<file path="src/rtl/pcprof_pkg.sv">
package pcprof_pkg;

    typedef enum logic [1:0] {
        ST_LOAD  = 2'd0,
        ST_RUN   = 2'd1,
        ST_DRAIN = 2'd2
    } prof_state_e;

endpackage

</file>
<file path="src/rtl/pcprof_search.sv">
module pcprof_search #(
    parameter int AW = 16,
    parameter int IW = 8,
    parameter int TW = 16
) (
    input  logic          clk,
    input  logic          rst_n,
    input  logic          wr_en,
    input  logic [IW-1:0] wr_addr,
    input  logic [AW-1:0] wr_data,
    input  logic [IW:0]   entry_cnt,
    input  logic          in_vld,
    input  logic [AW-1:0] in_pc,
    input  logic [TW-1:0] in_ts,
    output logic          out_vld,
    output logic          out_hit,
    output logic [IW-1:0] out_idx,
    output logic [TW-1:0] out_ts,
    output logic          busy
);

    typedef struct packed {
        logic          vld;
        logic [AW-1:0] pc;
        logic [TW-1:0] ts;
        logic [IW-1:0] idx;
    } probe_t;

    probe_t      link [IW+1];
    logic [IW:0] vld_vec;
    probe_t      in_q;

    // poll stage: register the incoming sample
    always_ff @(posedge clk or negedge rst_n) begin
        if (!rst_n) begin
            in_q <= '0;
        end else begin
            in_q.vld <= in_vld;
            in_q.pc  <= in_pc;
            in_q.ts  <= in_ts;
            in_q.idx <= '0;
        end
    end

    assign link[0] = in_q;

    // one comparison per stage; stage s decides index bit IW-1-s
    for (genvar s = 0; s < IW; s++) begin : g_lvl
        localparam int            B    = IW - 1 - s;
        localparam logic [IW-1:0] STEP = IW'(1) << B;
        localparam logic [IW-1:0] LOW  = STEP - IW'(1);

        logic [AW-1:0] probe_val;
        logic          wr_here;
        logic [IW-1:0] cand;
        logic          take;
        probe_t        q;

        // this bank owns the entries whose lowest set bit is bit B
        assign wr_here = wr_en && ((wr_addr & STEP) != '0) && ((wr_addr & LOW) == '0);

        if (s == 0) begin : g_root
            logic [AW-1:0] key;
            always_ff @(posedge clk) begin
                if (wr_here) key <= wr_data;
            end
            assign probe_val = key;
        end else begin : g_bank
            logic [AW-1:0] bank [2**s];
            always_ff @(posedge clk) begin
                if (wr_here) bank[wr_addr[IW-1:B+1]] <= wr_data;
            end
            assign probe_val = bank[link[s].idx[IW-1:B+1]];
        end

        assign cand = link[s].idx | STEP;
        assign take = ({1'b0, cand} < entry_cnt) && (probe_val <= link[s].pc);

        always_ff @(posedge clk or negedge rst_n) begin
            if (!rst_n) begin
                q <= '0;
            end else begin
                q <= link[s];
                if (take) q.idx <= cand;
            end
        end

        assign link[s+1]  = q;
        assign vld_vec[s] = link[s].vld;
    end

    assign vld_vec[IW] = link[IW].vld;

    // final stage: entry 0 decides between index 0 and unknown
    logic [AW-1:0] base_key;
    logic          last_hit;

    always_ff @(posedge clk) begin
        if (wr_en && (wr_addr == '0)) base_key <= wr_data;
    end

    assign last_hit = (link[IW].idx != '0) ||
                      ((entry_cnt != '0) && (base_key <= link[IW].pc));

    always_ff @(posedge clk or negedge rst_n) begin
        if (!rst_n) begin
            out_vld <= 1'b0;
            out_hit <= 1'b0;
            out_idx <= '0;
            out_ts  <= '0;
        end else begin
            out_vld <= link[IW].vld;
            out_hit <= last_hit;
            out_idx <= last_hit ? link[IW].idx : '1;
            out_ts  <= link[IW].ts;
        end
    end

    assign busy = (|vld_vec) || out_vld;

endmodule

</file>
<file path="src/rtl/pcprof_filter.sv">
module pcprof_filter #(
    parameter int IW = 8,
    parameter int TW = 16
) (
    input  logic          clk,
    input  logic          rst_n,
    input  logic          clear,
    input  logic          in_vld,
    input  logic          in_hit,
    input  logic [IW-1:0] in_idx,
    input  logic [TW-1:0] in_ts,
    output logic          push,
    output logic          push_hit,
    output logic [IW-1:0] push_idx,
    output logic [TW-1:0] push_ts
);

    logic          have_prev;
    logic          prev_hit;
    logic [IW-1:0] prev_idx;
    logic          changed;

    assign changed  = !have_prev || (prev_hit != in_hit) || (prev_idx != in_idx);
    assign push     = in_vld && changed;
    assign push_hit = in_hit;
    assign push_idx = in_idx;
    assign push_ts  = in_ts;

    always_ff @(posedge clk or negedge rst_n) begin
        if (!rst_n) begin
            have_prev <= 1'b0;
            prev_hit  <= 1'b0;
            prev_idx  <= '0;
        end else if (clear) begin
            have_prev <= 1'b0;
        end else if (in_vld) begin
            have_prev <= 1'b1;
            prev_hit  <= in_hit;
            prev_idx  <= in_idx;
        end
    end

endmodule

</file>
<file path="src/rtl/pcprof_fifo.sv">
module pcprof_fifo #(
    parameter int W   = 25,
    parameter int DL2 = 4
) (
    input  logic         clk,
    input  logic         rst_n,
    input  logic         push,
    input  logic [W-1:0] push_data,
    input  logic         pop,
    input  logic         clr_ovf,
    output logic [W-1:0] head,
    output logic         nonempty,
    output logic         ovf
);

    localparam int DEPTH = 2**DL2;

    logic [W-1:0] mem [DEPTH];
    logic [DL2:0] wr_p, rd_p;
    logic         full, empty, do_push, do_pop;

    assign empty   = (wr_p == rd_p);
    assign full    = (wr_p[DL2] != rd_p[DL2]) && (wr_p[DL2-1:0] == rd_p[DL2-1:0]);
    assign do_push = push && !full;
    assign do_pop  = pop && !empty;

    always_ff @(posedge clk) begin
        if (do_push) mem[wr_p[DL2-1:0]] <= push_data;
    end

    always_ff @(posedge clk or negedge rst_n) begin
        if (!rst_n) begin
            wr_p <= '0;
            rd_p <= '0;
            ovf  <= 1'b0;
        end else begin
            if (do_push) wr_p <= wr_p + 1'b1;
            if (do_pop)  rd_p <= rd_p + 1'b1;
            if (clr_ovf)              ovf <= 1'b0;
            else if (push && full)    ovf <= 1'b1;
        end
    end

    assign head     = mem[rd_p[DL2-1:0]];
    assign nonempty = !empty;

endmodule

</file>
<file path="src/rtl/pcprof_top.sv">
module pcprof_top
    import pcprof_pkg::*;
#(
    parameter int AW       = 16,
    parameter int IW       = 8,
    parameter int TW       = 16,
    parameter int FIFO_DL2 = 4
) (
    input  logic          clk,
    input  logic          rst_n,
    input  logic          run_req,
    input  logic          tbl_we,
    input  logic [IW-1:0] tbl_addr,
    input  logic [AW-1:0] tbl_data,
    input  logic [IW:0]   tbl_count,
    input  logic          pc_valid,
    input  logic [AW-1:0] pc_value,
    input  logic          rec_pop,
    output logic          rec_valid,
    output logic          rec_hit,
    output logic [IW-1:0] rec_index,
    output logic [TW-1:0] rec_stamp,
    output logic          fifo_overflow,
    output logic          load_ready
);

    localparam int REC_W = 1 + IW + TW;

    prof_state_e st_q, st_d;
    logic        load_win, sample_win, session_go;
    logic        search_busy;
    logic [IW:0] cnt_q;
    logic [TW-1:0] ts_q;

    logic          s_vld, s_hit;
    logic [IW-1:0] s_idx;
    logic [TW-1:0] s_ts;
    logic          f_push, f_hit;
    logic [IW-1:0] f_idx;
    logic [TW-1:0] f_ts;
    logic [REC_W-1:0] head;

    // state register
    always_ff @(posedge clk or negedge rst_n) begin
        if (!rst_n) st_q <= ST_LOAD;
        else        st_q <= st_d;
    end

    // next state
    always_comb begin
        st_d = st_q;
        unique case (st_q)
            ST_LOAD:  if (run_req)      st_d = ST_RUN;
            ST_RUN:   if (!run_req)     st_d = ST_DRAIN;
            ST_DRAIN: if (!search_busy) st_d = ST_LOAD;
            default:                    st_d = ST_LOAD;
        endcase
    end

    // outputs of the controller
    always_comb begin
        load_win   = 1'b0;
        sample_win = 1'b0;
        session_go = 1'b0;
        unique case (st_q)
            ST_LOAD: begin
                load_win   = 1'b1;
                session_go = run_req;
            end
            ST_RUN:   sample_win = 1'b1;
            ST_DRAIN: ;
            default:  ;
        endcase
    end

    always_ff @(posedge clk or negedge rst_n) begin
        if (!rst_n) begin
            cnt_q <= '0;
            ts_q  <= '0;
        end else begin
            if (session_go) begin
                cnt_q <= tbl_count;
                ts_q  <= '0;
            end else if (sample_win) begin
                ts_q <= ts_q + 1'b1;
            end
        end
    end

    pcprof_search #(.AW(AW), .IW(IW), .TW(TW)) u_search (
        .clk       (clk),
        .rst_n     (rst_n),
        .wr_en     (tbl_we && load_win),
        .wr_addr   (tbl_addr),
        .wr_data   (tbl_data),
        .entry_cnt (cnt_q),
        .in_vld    (pc_valid && sample_win),
        .in_pc     (pc_value),
        .in_ts     (ts_q),
        .out_vld   (s_vld),
        .out_hit   (s_hit),
        .out_idx   (s_idx),
        .out_ts    (s_ts),
        .busy      (search_busy)
    );

    pcprof_filter #(.IW(IW), .TW(TW)) u_filter (
        .clk      (clk),
        .rst_n    (rst_n),
        .clear    (session_go),
        .in_vld   (s_vld),
        .in_hit   (s_hit),
        .in_idx   (s_idx),
        .in_ts    (s_ts),
        .push     (f_push),
        .push_hit (f_hit),
        .push_idx (f_idx),
        .push_ts  (f_ts)
    );

    pcprof_fifo #(.W(REC_W), .DL2(FIFO_DL2)) u_fifo (
        .clk       (clk),
        .rst_n     (rst_n),
        .push      (f_push),
        .push_data ({f_hit, f_idx, f_ts}),
        .pop       (rec_pop),
        .clr_ovf   (session_go),
        .head      (head),
        .nonempty  (rec_valid),
        .ovf       (fifo_overflow)
    );

    assign rec_hit    = head[REC_W-1];
    assign rec_index  = head[REC_W-2:TW];
    assign rec_stamp  = head[TW-1:0];
    assign load_ready = (st_q == ST_LOAD);

endmodule

</file>
<file path="config.mk">
export PLATFORM = sky130hd
export DESIGN_NAME = pcprof_top
export DESIGN_NICKNAME = d
export VERILOG_FILES = /design/src/rtl/pcprof_pkg.sv /design/src/rtl/pcprof_search.sv /design/src/rtl/pcprof_filter.sv /design/src/rtl/pcprof_fifo.sv /design/src/rtl/pcprof_top.sv
export SDC_FILE = /design/constraint.sdc
export NUM_CORES = 2
export LEC_CHECK = 0
export ABC_AREA = 0
export BUFFER_PORTS_ARGS = -buffer_cell sky130_fd_sc_hd__buf_2
export CELL_PAD_IN_SITES_DETAIL_PLACEMENT = 2
export CELL_PAD_IN_SITES_GLOBAL_PLACEMENT = 2
export CORE_MARGIN = 2
export CORE_UTILIZATION = 46
export CTS_BUF_LIST = sky130_fd_sc_hd__clkbuf_16
export CTS_CLUSTER_SIZE = 24
export DETAILED_ROUTE_END_ITERATION = 12
export PLACE_DENSITY = 0.84
export SYNTH_ARGS = -nofsm -noshare
export SYNTH_HDL_FRONTEND = slang
export SYNTH_MEMORY_MAX_BITS = 65536
export SYNTH_SLANG_ARGS = --single-unit
</file>
<file path="constraint.sdc">
create_clock -name clk -period 3.38 [get_ports clk]
set_input_delay 0.845 -clock clk [delete_from_list [all_inputs] [get_ports clk]]
set_output_delay 0.845 -clock clk [all_outputs]
set_load 0.005 [all_outputs]
</file>
==> flow_summary.yaml, run 1 <==
yosys:
  synth_top_flop_cell: "edfxtp_1"
  yosysWarnings: 0
  synth_area_per_cell_um2: 21.8
  netlist_instances: 8555
  synthArstFlopShare: 0.0830
  synthDistinctLibCells: 64
  ys_ff_latch: 4903
  yosysSeqAreaShare: 0.778
  syn-num-nets: 8787
  synthesis.area_um2: 187000
  synth_edf_count: 4496
floorplan:
  fp-row-count: 233
  die_h_um: 641
  initial_core_util: 0.463
  io_pins: 83
  dieWidth_um: 641
run_status:
  status: "aborted with a tool error"
  error: "[ERROR DPL-0033] detailed placement checks failed during check placement."
  failed_stage: "detailed placement"
placement:
  place.detailed.hpwl_um: 434000
  gp_congestion: 0.875
  port-buffer-count: 82
[synth_stat cells, types with 6 or more instances]
library cell | number | area [µm²]
nand3_1 | 119 | 596
nand2_1 | 140 | 526
edfxtp_1 | 4496 | 135000
nand2b_1 | 14 | 87.6
a21oi_1 | 77 | 385
and3_1 | 6 | 37.5
mux4_2 | 1069 | 24100
a211oi_1 | 33 | 248
clkbuf_1 | 224 | 841
buf_1 | 33 | 124
o21a_1 | 19 | 143
ha_1 | 177 | 2210
a21o_1 | 36 | 270
mux2i_1 | 404 | 4040
a22oi_1 | 173 | 1300
inv_1 | 157 | 589
nor2_1 | 308 | 1160
a31oi_1 | 21 | 131
xor2_1 | 6 | 52.6
o21ai_0 | 48 | 240
nor4_1 | 8 | 50.1
and4_1 | 19 | 166
xnor2_1 | 16 | 140
a22o_1 | 34 | 298
buf_6 | 6 | 67.6
mux2_2 | 65 | 732
buf_2 | 140 | 701
a221oi_1 | 65 | 569
nor3_1 | 32 | 160
nand4_1 | 44 | 275
nor2b_1 | 54 | 338
buf_4 | 17 | 128
o211ai_1 | 7 | 52.6
dfrtp_1 | 407 | 10200
o22ai_1 | 21 | 131
or2_2 | 8 | 50.1
[logic make-up after synthesis]
kind of cell	share of synthesized area
AO/OA/AOI/OAI	0.0216
flip-flops	0.778
adder cells (fa/ha/maj)	0.0119
AND/OR/NAND/NOR	0.0195
XOR/XNOR	0.00103
buffers and inverters	0.0131
multiplexers	0.155
[through the flow]
stage	hold WS, ns	TNS (ns)	setup slack (ns)	area, µm²	instances
global placement	0.332	-2.11	-1.07	201000	14533
floorplan	0.331	-13.95	-0.138	187000	8555
==> inputs of run 2 (changes only) <==
- CELL_PAD_IN_SITES_DETAIL_PLACEMENT: 2 -> unset
- CELL_PAD_IN_SITES_GLOBAL_PLACEMENT: 2 -> unset
- CORE_UTILIZATION: 46 -> 40
- CTS_BUF_LIST: sky130_fd_sc_hd__clkbuf_16 -> unset
- CTS_CLUSTER_SIZE: 24 -> unset
- PLACE_DENSITY: 0.84 -> unset
- PLACE_DENSITY_LB_ADDON: unset -> 0.15
- clock period: 3.38 -> 4.4 ns (I/O delays scaled with it)
==> flow_summary.yaml, run 2 <==
global_routing:
  grt_max_degree: 115
  grt_pass1_vias: 92999
  grt_pass1_wl_um: 695000
  track_usage: 0.204
  grt-ovfl-total: 0
  antenna_found_initial: 32
yosys:
  yosysSeqAreaShare: 0.778
  synth_area_per_cell_um2: 21.8
  yosysMostFrequentCell: "edfxtp_1"
  synthDistinctLibCells: 64
  synthTopCellsByArea: "edfxtp_1 72%, mux4_2 13%, dfrtp_1 5.5%"
  synthArstFlopShare: 0.0830
  syn-num-nets: 8787
  synth_top_flop_cell: "edfxtp_1"
  ys_ff_latch: 4903
  netlist_instances: 8555
  synthesis.area_um2: 187000
  netlist_top_cells_count: "4496 x edfxtp_1, 1069 x mux4_2, 407 x dfrtp_1"
  synth_top_area_share: 0.724
  yosysWarnings: 0
  yosysTopAreaCell: "edfxtp_1"
  synth_edf_count: 4496
routing:
  wl_per_cell_um: 30.2
  drc: 0
  routed_wirelength_um: 487000
  postRouteAntennaNets: 0
  drt_first_pass_iters: 5
  drt-initial-drc-count: 8886
  vias: 89232
  viasPerCell: 5.54
clocking:
  cts_max_level: 6
  cts_made_buffers: 534
  clock_latency_ns: 1.05
  cts_tree: "yes"
  clkSinkCount: 4903
  ctsRootBufferMaster: "clkbuf_16"
  clock_path_buffers: 4
  clkTransAtPathRegs_ns: 0.06
power_and_ir_drop:
  power.density_nw_per_um2: 609
  power_mw: 132
  p_leak_nw: 72.4
  vdd_drop_max_v: 0.000436
layout:
  area_delta_synth_final_pct: 16.5
  drive_gt1_frac: 0.280
  nNetsFinal: 9754
  final_cell_mix: "4496 x edfxtp_1, 1069 x mux4_2, 650 x buf_4"
  largest_reg_flops: 4064
  layout_commonest_cell: "edfxtp_1"
floorplan:
  fp-row-count: 250
  die_area_um2: 472000
  initial_core_util: 0.402
  die_h_um: 687
  dieWidth_um: 687
  core_um2: 464000
  io_pins: 83
min_path:
  hp-class: "in -> reg"
worst_setup_path:
  slowest_stage: "mux4_2"
  crit_path_end_kind: "flop"
  critPathMaxFanout: 29
  cp_cell_sequence: "buf_12, mux4_2, mux4_2, o22ai_1, nor2_1, ha_1, a21oi_1, o21ai_0, a21o_1, a211oi_1, o211ai_1, a22oi_1, buf_4"
  critPathMaxStageDelay_ns: 0.55
  arrival_ns: 5.27
  cp_data_required_time_ns: 5.37
  start_kind: "flop"
  path_class: "reg -> reg"
  cp_common_cell: "mux4_2"
timing:
  fmax_mhz: 233
  setup_ws_ns: 0.107
  tightest_slew_ns: 1.27
  finalCriticalPeriod_ns: 4.29
  finalHoldViolCount: 0
  post-route-period-util: 0.976
  rsz0062_at_grt: "false"
  report.final.slew_viol_count: 0
  maxSlewHeadroom: 0.151
  fin_worst_skew_ns: 0.0393
  setup_violations: 0
run_status:
  status: "complete, no violations"
placement:
  gp_congestion: 0.837
  dp_slack_ns: -0.281
  port-buffer-count: 82
  place.detailed.hpwl_um: 296000
run:
  max_cap_violations: 0
-- run 2: cell counts after synthesis --
No cell type changed its count.
-- run 2: power by group --
group | internal, mW | leakage, nW | switching (mW)
registers | 51.8 | 45.6 | 1.42
logic | 17.1 | 18.6 | 19.1
clock network | 24.9 | 8.13 | 18.1
-- run 2: metrics by stage --
stage / utilization / area [µm²] / TNS [ns] / cells / hold WS, ns
after floorplan: - / 187000 / 0 / 8555 / 0.331
final: 0.468 / 217000 / 0 / 16121 / 0.180
after global placement: 0.431 / 200000 / -0.590 / 15138 / 0.332
after global routing: 0.468 / 217000 / 0 / 16109 / 0.140
after CTS: 0.468 / 217000 / 0 / 16090 / 0.0784
after detailed placement: 0.431 / 200000 / -0.538 / 15138 / 0.335
-- run 2: worst paths after layout --
| path | start | endpoint | slack (ns) | depth (start not counted) |
|---|---|---|---|---|
| setup / recovery | u_search.g_lvl[5].q[2] | u_search.g_lvl[6].q[1] | 0.11 | 13 |
| hold / removal | pc_value[7] | u_search.in_q[31] | 0.18 | 1 |
| setup reg to reg | u_search.g_lvl[5].q[2] | u_search.g_lvl[6].q[1] | 0.11 | 13 |
| hold reg to reg | u_search.g_lvl[0].q[19] | u_search.g_lvl[1].q[19] | 0.33 | 0 |
| max in group asynchronous | rst_n | u_search.g_lvl[0].q[19] | 2.83 | 3 |
| min in group asynchronous | rst_n | u_search.g_lvl[5].q[3] | 0.61 | 2 |
-- run 2: metal layers --
metal | vias to the layer above | GRT usage | wire length (µm)
li1 | 37515 | - | -
met1 | 48481 | 0.289 | 211000
met2 | 2662 | 0.338 | 239000
met3 | 566 | 0.0282 | 25900
met4 | 8 | 0.0483 | 10700
met5 | - | 0 | 55
-- run 2: area by class of cell --
cell class,instances,area [µm²]
diodes,13,32.5
repair buffers,851,7860
clock buffers,724,14700
fillers,38534,247000
clock inverters,224,2030
well taps,6174,7720
flip-flops and latches,4903,145000
inverters,157,589
multi-input cells,3075,39200
-- run 2: kinds of logic after synthesis --
logic type      Yosys count  synth area share
flops                  4903             0.778
mux                    1538             0.155
simple gates            776            0.0195
buf+inv                 577            0.0131
compound gates          562            0.0216
fa+ha+maj               177            0.0119
xor+xnor                 22           0.00103
-- run 2: repair_timing --
item | CTS | global route
pin swaps | 0 | 3
buffers inserted | 2 | 16
gates resized for setup | 10 | 10
endpoints found under the hold margin | 28 | 0
setup endpoints to repair | 27 | 2
hold buffers | 1 | 0
cloned | 1 | 2
-- run 2: critical path, delay by kind of cell (launching register included) --
family | cells | cell delay, ns
AO/OA/AOI/OAI | 7 | 1.60
adder cells (fa/ha/maj) | 1 | 0.34
buffers and inverters | 2 | 0.46
flip-flops | 1 | 0.50
multiplexers | 2 | 1.06
AND/OR/NAND/NOR | 1 | 0.21
No activity file was read; power rests on OpenSTA's default activity.
